[src/rtl/cvc_pkg.sv]
// Shared types for the volatile-policy cache.
// Assumes: operator encoding is fixed by the client interface.
package cvc_pkg;
    typedef enum logic [1:0] {
        OP_NORMAL   = 2'b00,
        OP_STREAM   = 2'b01,
        OP_VOLATILE = 2'b10,
        OP_RSVD     = 2'b11
    } op_e;

    typedef enum logic [2:0] {
        ST_IDLE,
        ST_CHECK,
        ST_WB,
        ST_FILL_REQ,
        ST_FILL_WAIT
    } state_e;
endpackage

[src/rtl/cvc_store.sv]
// Tag, data, state and replacement storage for a 2-way cache.
// One combinational read port (by set index) and one write port per way.
// Assumes: valid, dirty and replacement bits are reset; tags and data are not.
module cvc_store #(
    parameter int SETS   = 4,
    parameter int TAG_W  = 26,
    parameter int LINE_W = 128,
    localparam int IDX_W = $clog2(SETS)
) (
    input  logic                       clk,
    input  logic                       rst_n,
    input  logic [IDX_W-1:0]           rd_idx,
    output logic [1:0]                 rd_valid,
    output logic [1:0]                 rd_dirty,
    output logic [1:0][TAG_W-1:0]      rd_tag,
    output logic [1:0][LINE_W-1:0]     rd_data,
    output logic                       rd_lru,
    input  logic                       wr_en,
    input  logic [IDX_W-1:0]           wr_idx,
    input  logic                       wr_way,
    input  logic                       wr_valid,
    input  logic                       wr_dirty,
    input  logic [TAG_W-1:0]           wr_tag,
    input  logic [LINE_W-1:0]          wr_data,
    input  logic                       lru_we,
    input  logic [IDX_W-1:0]           lru_idx,
    input  logic                       lru_val
);
    logic [SETS-1:0] lru_q;

    // Replacement bit per set: the way to evict next.
    always_ff @(posedge clk) begin
        if (!rst_n)      lru_q <= '0;
        else if (lru_we) lru_q[lru_idx] <= lru_val;
    end
    assign rd_lru = lru_q[rd_idx];

    for (genvar w = 0; w < 2; w++) begin : g_way
        logic [SETS-1:0]   v_q;
        logic [SETS-1:0]   d_q;
        logic [TAG_W-1:0]  t_q [SETS];
        logic [LINE_W-1:0] l_q [SETS];

        // Valid and dirty bits for this way.
        always_ff @(posedge clk) begin
            if (!rst_n) begin
                v_q <= '0;
                d_q <= '0;
            end else if (wr_en && (wr_way == 1'(w))) begin
                v_q[wr_idx] <= wr_valid;
                d_q[wr_idx] <= wr_dirty;
            end
        end

        // Tag and line payload for this way.
        always_ff @(posedge clk) begin
            if (wr_en && (wr_way == 1'(w))) begin
                t_q[wr_idx] <= wr_tag;
                l_q[wr_idx] <= wr_data;
            end
        end

        assign rd_valid[w] = v_q[rd_idx];
        assign rd_dirty[w] = d_q[rd_idx];
        assign rd_tag[w]   = t_q[rd_idx];
        assign rd_data[w]  = l_q[rd_idx];

        // A dirty line is always a resident line.
        assert_dirty_resident_R8: assert property (@(posedge clk) disable iff (!rst_n)
            (d_q & ~v_q) == '0);
    end
endmodule

[src/rtl/cvc_policy.sv]
// Lookup and per-request policy: tag match, victim choice, and the
// effect of the operator tag combined with the address region.
// Assumes: exactly two ways; operator applies to reads only.
module cvc_policy
    import cvc_pkg::*;
#(
    parameter int TAG_W = 26
) (
    input  op_e                    op,
    input  logic                   is_write,
    input  logic                   host,
    input  logic [1:0]             valid,
    input  logic [1:0][TAG_W-1:0]  tags,
    input  logic [TAG_W-1:0]       req_tag,
    input  logic                   lru,
    output logic                   hit,
    output logic                   hit_way,
    output logic                   victim,
    output logic                   evict_first,
    output logic                   force_refetch
);
    logic [1:0] match;

    for (genvar w = 0; w < 2; w++) begin : g_cmp
        assign match[w] = valid[w] && (tags[w] == req_tag);
    end

    // Hit detection and replacement victim.
    always_comb begin
        hit     = |match;
        hit_way = match[1];
        if (!valid[0])      victim = 1'b0;
        else if (!valid[1]) victim = 1'b1;
        else                victim = lru;
    end

    // Operator decode: reserved code falls through to normal.
    always_comb begin
        force_refetch = !is_write && (op == OP_VOLATILE) && host;
        evict_first   = !is_write && ((op == OP_STREAM) || (op == OP_VOLATILE));
    end
endmodule

[src/rtl/cvc_top.sv]
// Two-way write-back data cache with a per-read operator tag.
// Top address bit selects host (1) or device (0) back-end. Volatile host
// reads always refetch (after writing back a dirty copy); streaming and
// volatile device reads rank their line for early eviction.
// Assumes: one miss in flight; back-ends answer reads with one line pulse.
module cvc_top
    import cvc_pkg::*;
#(
    parameter int ADDR_W     = 32,
    parameter int SETS       = 4,
    parameter int LINE_BYTES = 16,
    parameter int CNT_W      = 16,
    localparam int LINE_W    = LINE_BYTES * 8
) (
    input  logic              clk,
    input  logic              rst_n,
    input  logic              req_valid,
    output logic              req_ready,
    input  logic              req_write,
    input  logic [1:0]        req_op,
    input  logic [ADDR_W-1:0] req_addr,
    input  logic [31:0]       req_wdata,
    output logic              resp_valid,
    output logic [31:0]       resp_rdata,
    output logic              dev_req_valid,
    input  logic              dev_req_ready,
    output logic              dev_req_write,
    output logic [ADDR_W-1:0] dev_req_addr,
    output logic [LINE_W-1:0] dev_req_wdata,
    input  logic              dev_resp_valid,
    input  logic [LINE_W-1:0] dev_resp_data,
    output logic              host_req_valid,
    input  logic              host_req_ready,
    output logic              host_req_write,
    output logic [ADDR_W-1:0] host_req_addr,
    output logic [LINE_W-1:0] host_req_wdata,
    input  logic              host_resp_valid,
    input  logic [LINE_W-1:0] host_resp_data,
    output logic [CNT_W-1:0]  cnt_hit,
    output logic [CNT_W-1:0]  cnt_miss,
    output logic [CNT_W-1:0]  cnt_vrefetch,
    output logic [CNT_W-1:0]  cnt_wb
);
    localparam int OFF_W  = $clog2(LINE_BYTES);
    localparam int IDX_W  = $clog2(SETS);
    localparam int TAG_W  = ADDR_W - OFF_W - IDX_W;
    localparam int WSEL_W = $clog2(LINE_BYTES / 4);

    state_e            state;
    logic              r_write;
    op_e               r_op;
    logic [ADDR_W-1:0] r_addr;
    logic [31:0]       r_wdata;
    logic              way_q;

    logic [IDX_W-1:0]  idx;
    logic [TAG_W-1:0]  rtag;
    logic [WSEL_W-1:0] wsel;
    logic              host;
    logic              unused_lowbits;

    assign idx  = r_addr[OFF_W +: IDX_W];
    assign rtag = r_addr[ADDR_W-1 -: TAG_W];
    assign wsel = r_addr[2 +: WSEL_W];
    assign host = r_addr[ADDR_W-1];
    assign unused_lowbits = ^r_addr[1:0];

    logic [1:0]              st_valid, st_dirty;
    logic [1:0][TAG_W-1:0]   st_tag;
    logic [1:0][LINE_W-1:0]  st_data;
    logic                    st_lru;
    logic                    wr_en, wr_way, wr_valid, wr_dirty;
    logic [TAG_W-1:0]        wr_tag;
    logic [LINE_W-1:0]       wr_data;
    logic                    lru_we, lru_val;

    logic hit, hit_way, victim, evict_first, force_refetch, tgt;

    cvc_store #(.SETS(SETS), .TAG_W(TAG_W), .LINE_W(LINE_W)) u_store (
        .clk(clk), .rst_n(rst_n), .rd_idx(idx),
        .rd_valid(st_valid), .rd_dirty(st_dirty), .rd_tag(st_tag),
        .rd_data(st_data), .rd_lru(st_lru),
        .wr_en(wr_en), .wr_idx(idx), .wr_way(wr_way), .wr_valid(wr_valid),
        .wr_dirty(wr_dirty), .wr_tag(wr_tag), .wr_data(wr_data),
        .lru_we(lru_we), .lru_idx(idx), .lru_val(lru_val)
    );

    cvc_policy #(.TAG_W(TAG_W)) u_policy (
        .op(r_op), .is_write(r_write), .host(host),
        .valid(st_valid), .tags(st_tag), .req_tag(rtag), .lru(st_lru),
        .hit(hit), .hit_way(hit_way), .victim(victim),
        .evict_first(evict_first), .force_refetch(force_refetch)
    );

    assign tgt = hit ? hit_way : victim;

    // Back-end routing: write-back follows the victim's region, fill the request's.
    logic              bk_host, bk_valid, bk_ready, fill_valid;
    logic [ADDR_W-1:0] bk_addr;
    logic [LINE_W-1:0] fill_line;
    always_comb begin
        bk_host    = (state == ST_WB) ? st_tag[way_q][TAG_W-1] : host;
        bk_valid   = (state == ST_WB) || (state == ST_FILL_REQ);
        bk_ready   = bk_host ? host_req_ready : dev_req_ready;
        fill_valid = host ? host_resp_valid : dev_resp_valid;
        fill_line  = host ? host_resp_data : dev_resp_data;
        bk_addr    = (state == ST_WB) ? {st_tag[way_q], idx, {OFF_W{1'b0}}}
                                      : {r_addr[ADDR_W-1:OFF_W], {OFF_W{1'b0}}};
    end

    assign dev_req_valid  = bk_valid && !bk_host;
    assign host_req_valid = bk_valid && bk_host;
    assign dev_req_write  = (state == ST_WB);
    assign host_req_write = (state == ST_WB);
    assign dev_req_addr   = bk_addr;
    assign host_req_addr  = bk_addr;
    assign dev_req_wdata  = st_data[way_q];
    assign host_req_wdata = st_data[way_q];
    assign req_ready      = (state == ST_IDLE);

    // Store update: write hits, volatile invalidation, write-back drop, refill.
    logic [LINE_W-1:0] merged;
    always_comb begin
        merged = (state == ST_CHECK) ? st_data[hit_way] : fill_line;
        merged[wsel*32 +: 32] = r_wdata;
        wr_en = 1'b0; wr_way = way_q; wr_valid = 1'b0; wr_dirty = 1'b0;
        wr_tag = rtag; wr_data = st_data[way_q];
        lru_we = 1'b0; lru_val = 1'b0;
        case (state)
            ST_CHECK: begin
                if (hit && !force_refetch) begin
                    lru_we  = 1'b1;
                    lru_val = evict_first ? hit_way : ~hit_way;
                    if (r_write) begin
                        wr_en = 1'b1; wr_way = hit_way; wr_valid = 1'b1;
                        wr_dirty = 1'b1; wr_data = merged;
                    end
                end else if (hit && !st_dirty[hit_way]) begin
                    wr_en = 1'b1; wr_way = hit_way;
                end
            end
            ST_WB: wr_en = bk_ready;
            ST_FILL_WAIT: begin
                if (fill_valid) begin
                    wr_en = 1'b1; wr_valid = 1'b1; wr_dirty = r_write;
                    wr_data = r_write ? merged : fill_line;
                    lru_we  = 1'b1;
                    lru_val = evict_first ? way_q : ~way_q;
                end
            end
            default: ;
        endcase
    end

    // Control sequence, response register and event counters.
    always_ff @(posedge clk) begin
        if (!rst_n) begin
            state <= ST_IDLE; r_write <= 1'b0; r_op <= OP_NORMAL;
            r_addr <= '0; r_wdata <= '0; way_q <= 1'b0;
            resp_valid <= 1'b0; resp_rdata <= '0;
            cnt_hit <= '0; cnt_miss <= '0; cnt_vrefetch <= '0; cnt_wb <= '0;
        end else begin
            resp_valid <= 1'b0;
            case (state)
                ST_IDLE: if (req_valid) begin
                    r_write <= req_write; r_op <= op_e'(req_op);
                    r_addr <= req_addr; r_wdata <= req_wdata;
                    state <= ST_CHECK;
                end
                ST_CHECK: if (hit && !force_refetch) begin
                    cnt_hit <= cnt_hit + 1'b1;
                    if (!r_write) begin
                        resp_valid <= 1'b1;
                        resp_rdata <= st_data[hit_way][wsel*32 +: 32];
                    end
                    state <= ST_IDLE;
                end else begin
                    cnt_miss <= cnt_miss + 1'b1;
                    if (hit) cnt_vrefetch <= cnt_vrefetch + 1'b1;
                    way_q <= tgt;
                    state <= (st_valid[tgt] && st_dirty[tgt]) ? ST_WB : ST_FILL_REQ;
                end
                ST_WB: if (bk_ready) begin
                    cnt_wb <= cnt_wb + 1'b1;
                    state  <= ST_FILL_REQ;
                end
                ST_FILL_REQ: if (bk_ready) state <= ST_FILL_WAIT;
                ST_FILL_WAIT: if (fill_valid) begin
                    if (!r_write) begin
                        resp_valid <= 1'b1;
                        resp_rdata <= fill_line[wsel*32 +: 32];
                    end
                    state <= ST_IDLE;
                end
                default: state <= ST_IDLE;
            endcase
        end
    end

    assert_stall_on_backend_R9: assert property (@(posedge clk) disable iff (!rst_n)
        (dev_req_valid || host_req_valid) |-> !req_ready);
    assert_one_backend_R9: assert property (@(posedge clk) disable iff (!rst_n)
        !(dev_req_valid && host_req_valid));
    assert_device_region_R1: assert property (@(posedge clk) disable iff (!rst_n)
        dev_req_valid |-> !dev_req_addr[ADDR_W-1]);
    assert_host_region_R1: assert property (@(posedge clk) disable iff (!rst_n)
        host_req_valid |-> host_req_addr[ADDR_W-1]);
    assert_volatile_host_no_hit_R3: assert property (@(posedge clk) disable iff (!rst_n)
        (state == ST_CHECK && !r_write && r_op == OP_VOLATILE && host)
        |=> ($stable(cnt_hit) && !req_ready));
endmodule

[config.mk]
export PLATFORM = sky130hd
export DESIGN_NAME = cvc_top
export DESIGN_NICKNAME = d
export VERILOG_FILES = /design/src/rtl/cvc_pkg.sv /design/src/rtl/cvc_store.sv /design/src/rtl/cvc_policy.sv /design/src/rtl/cvc_top.sv
export SDC_FILE = /design/constraint.sdc
export NUM_CORES = 2
export LEC_CHECK = 0
export BUFFER_PORTS_ARGS = -buffer_cell sky130_fd_sc_hd__buf_4
export CORE_MARGIN = 1
export CORE_UTILIZATION = 50
export CTS_BUF_LIST = sky130_fd_sc_hd__clkbuf_2
export DETAILED_ROUTE_END_ITERATION = 16
export GPL_TIMING_DRIVEN = 1
export PLACE_DENSITY = 0.77
export SYNTH_ARGS = -nofsm -noshare
export SYNTH_HDL_FRONTEND = slang
export SYNTH_SLANG_ARGS = --single-unit
[constraint.sdc]
create_clock -name clk -period 11.84 [get_ports clk]
set_clock_uncertainty 0.1 [all_clocks]
set_input_delay 1.776 -clock clk [delete_from_list [all_inputs] [get_ports clk]]
set_output_delay 1.776 -clock clk [all_outputs]
set_load 0.01 [all_outputs]
==> metrics.cfg <==
[detailed_routing]
via_density_per_instance = 6.45
vias = 47300
wl_mm = 228
drt_first_iter_violations = 7456
detail_route.drc_violations = 0
drtAntennaViolNets = 0
route.detailed.wl_per_inst_um = 31.0
drt_pre_antenna_iters = 7

[global_route]
grt_usage_pct = 33.1
grt_overflow = 0
grt_pass1_wl_mm = 317
first_global_vias = 44700
number_of_antenna_violations_at_the_first_check_in_global_routing = 12
maximum_number_of_pins_on_one_net_before_global_route_repair = 142

[floorplan]
die_area_um2 = 134000
dieHeight_um = 366
boundaryPins = 752
start_util_pct = 50.4
rows = 133
dieWidth_um = 366
placeableCoreArea_um2 = 131000

[logic_synthesis]
synth_edf_count = 1232
postSynth.topFlopCell = edfxtp_1
yosys.cell_count.top_type = edfxtp_1
netlist_top_cells_count = edfxtp_1, mux4_2, nand2_1, a21oi_1, mux2i_1
yosysWarnings = 0
synth_top_cell_area_share_pct = 55.9
synth.distinct_cells = 71
synthCells = 4586
syn_avg_cell_area_um2 = 14.4
post_synthesis_cell_area_um2 = 66200
asyncSetResetFlopFracSynth_pct = 0
synth.top_cells.by_area = edfxtp_1, mux4_2, dfxtp_1
synth_largest_area_cell = edfxtp_1
synth-seq-cells = 1420
synth_sequential_area_ratio_pct = 61.6

[setup_path]
rrSetupSlack_ns = 4.56
worst_setup_path_end_kind = output pin
criticalPathCategory = flop to output pin
cp-start-kind = flop
crit_fanout = 113
arrival_ns = 6.52
path_buf_inv = 5
cp_slowest_stage_delay_ns = 0.79
cpLargestDelayFamily = buffers and inverters
cpMaxStageDelayCell = buf_4
worst-endpoint-required_ns = 9.96
crit_path_cell_trace = buf_12 -> buf_4 -> buf_12 -> mux4_2 -> mux2i_1 -> inv_1 -> buf_4

[sta]
max_freq_mhz = 119
setup-violations-final = 0
final.period_utilization_pct = 70.9
rsz_0062_raised_after_global_routing = false
slew_at_the_pin_closest_to_its_max_slew_limit_ns = 1.36
timing_max_transition_violations_final = 0
fin_ws_ns = 3.44
slew-limit-headroom_pct = 6.84
finalWorstPathRequiredPeriod_ns = 8.40
finalSetupTns_ns = 0
final-hold-violation-count = 0

[cts]
cts_sinks = 1420
postCtsSetupRepairBufs = 0
insertion_delay_ns = 1.82
root_buffer = clkbuf_2
post_cts_resized = 0
cts-root-to-sink-buffers = 4
cts_inserted_buffers = 366
worst_setup_hold_path_clk_slew_ns = 0.12
cts_tree = yes
post_cts_hold_buffer_count = 0
cts_htree_levels = 5

[power_and_ir_drop]
power_per_cell_area_nw_per_um2 = 151
p_total_w = 0.0114
vdd.ir_drop.worst_mv = 0.111
p_leak_nw = 26.0

[placement]
io_buffers = 741
hpwl_mm = 144
pre_cts_slack_ns = 4.77
dp.cells = 6681
place_congestion = 0.914

[final_layout]
final_util_pct = 57.5
layoutNonFillerInstCount = 7336
flow.area_growth_from_synthesis_pct = 14.2
final_layout_size_suffix_gt1_share_pct = 35.4
nNetsFinal = 5634

[run]
cap_violations = 0

[outcome]
status = complete, no violations

[min_path]
hold_path_class = primary input to flop

[state kept, by name, summed over array words and instances (netlist names), named ones only]
name	count
cnt_hit	16
cnt_miss	16
cnt_vrefetch	16
cnt_wb	16
r_addr	30
r_op	2
r_wdata	32
r_write	1
resp_rdata	32
resp_valid	1
state	3
u_store.g_way.d_q	8
u_store.g_way.l_q	1024
u_store.g_way.t_q	208
u_store.g_way.v_q	8
u_store.lru_q	4
way_q	1
[cell usage in the layout (no fill, tap or decap), types with 26 or more instances in the layout]
cell type / Yosys / routed
edfxtp_1: 1232 / 1232
buf_4: 178 / 819
clkbuf_2: 0 / 542
mux4_2: 303 / 303
nand2_1: 296 / 292
a21oi_1: 272 / 271
mux2i_1: 265 / 264
nor2_1: 226 / 221
mux2_2: 203 / 203
dfxtp_1: 188 / 183
a211oi_1: 161 / 159
o21ai_0: 156 / 156
and2_1: 86 / 84
a21boi_0: 76 / 76
clkinv_1: 1 / 74
a221o_1: 69 / 69
xnor2_1: 66 / 66
inv_1: 49 / 45
o211ai_1: 42 / 42
nor3_1: 42 / 39
nand3_1: 30 / 30
o221ai_1: 30 / 30
nand4_1: 26 / 26
[kinds of logic (layout without fill, tap and decap cells)]
kind of cell	Yosys count	count (layout)	share of synthesized area [%]
mux	771	771	17.8
fa+ha+maj	10	10	0.189
xor+xnor	89	89	1.18
flops	1420	1420	61.6
compound gates	945	945	9.48
simple gates	801	801	5.58
buf+inv	549	1520	4.24
other cells	1	25	0.00566
[per-layer routing]
metal,vias up,share of wire [%],track usage (%)
li1,19400,-,-
met1,23100,34,41.5
met2,4052,44,48.5
met3,745,15,11.4
met4,16,7.6,22.5
met5,-,0.070,0
[metrics by stage]
step / hold WS [ns] / instance area, um^2
2_1_floorplan: 0.332 / 66200
3_3_place_gp: 0.341 / 72400
3_5_place_dp: 0.348 / 72400
4_1_cts: 0.00881 / 75600
5_1_grt: 0.0663 / 75600
6_report: 0.119 / 75600
[final timing paths]
kind	from	end	cells after the start
worst min-delay path	req_addr[14]	r_addr[14]	3
worst max register to register	flop	u_store.g_way[0].l_q[3][125]	12
worst max-delay path	flop	dev_req_wdata[37]	7
worst min register to register	u_store.g_way[1].v_q[2]	u_store.g_way[1].v_q[2]	2
[power breakdown]
part	switching [W]	total, W	leakage (nW)	internal (W)
Clock	0.00201	0.00329	2.49	0.00128
Combinational	0.00147	0.00233	10.8	0.000866
Sequential	0.000115	0.00582	12.7	0.00571
[tightest hold or removal path, stage by stage]
cell and delay [ns]:
buf_4 0.11, nand2_1 0.04, a21boi_0 0.07
[area by class of cell]
class / instances / area (um^2)
Inverter: 51 / 211
Sequential cell: 1420 / 40800
Clock buffer: 542 / 2710
Multi-Input combinational cell: 2624 / 22800
Antenna cell: 17 / 42.5
Clock inverter: 96 / 457
Tap cell: 1755 / 2200
Fill cell: 10300 / 55900
Timing Repair Buffer: 831 / 6380
(Power assumes the default switching activity.)
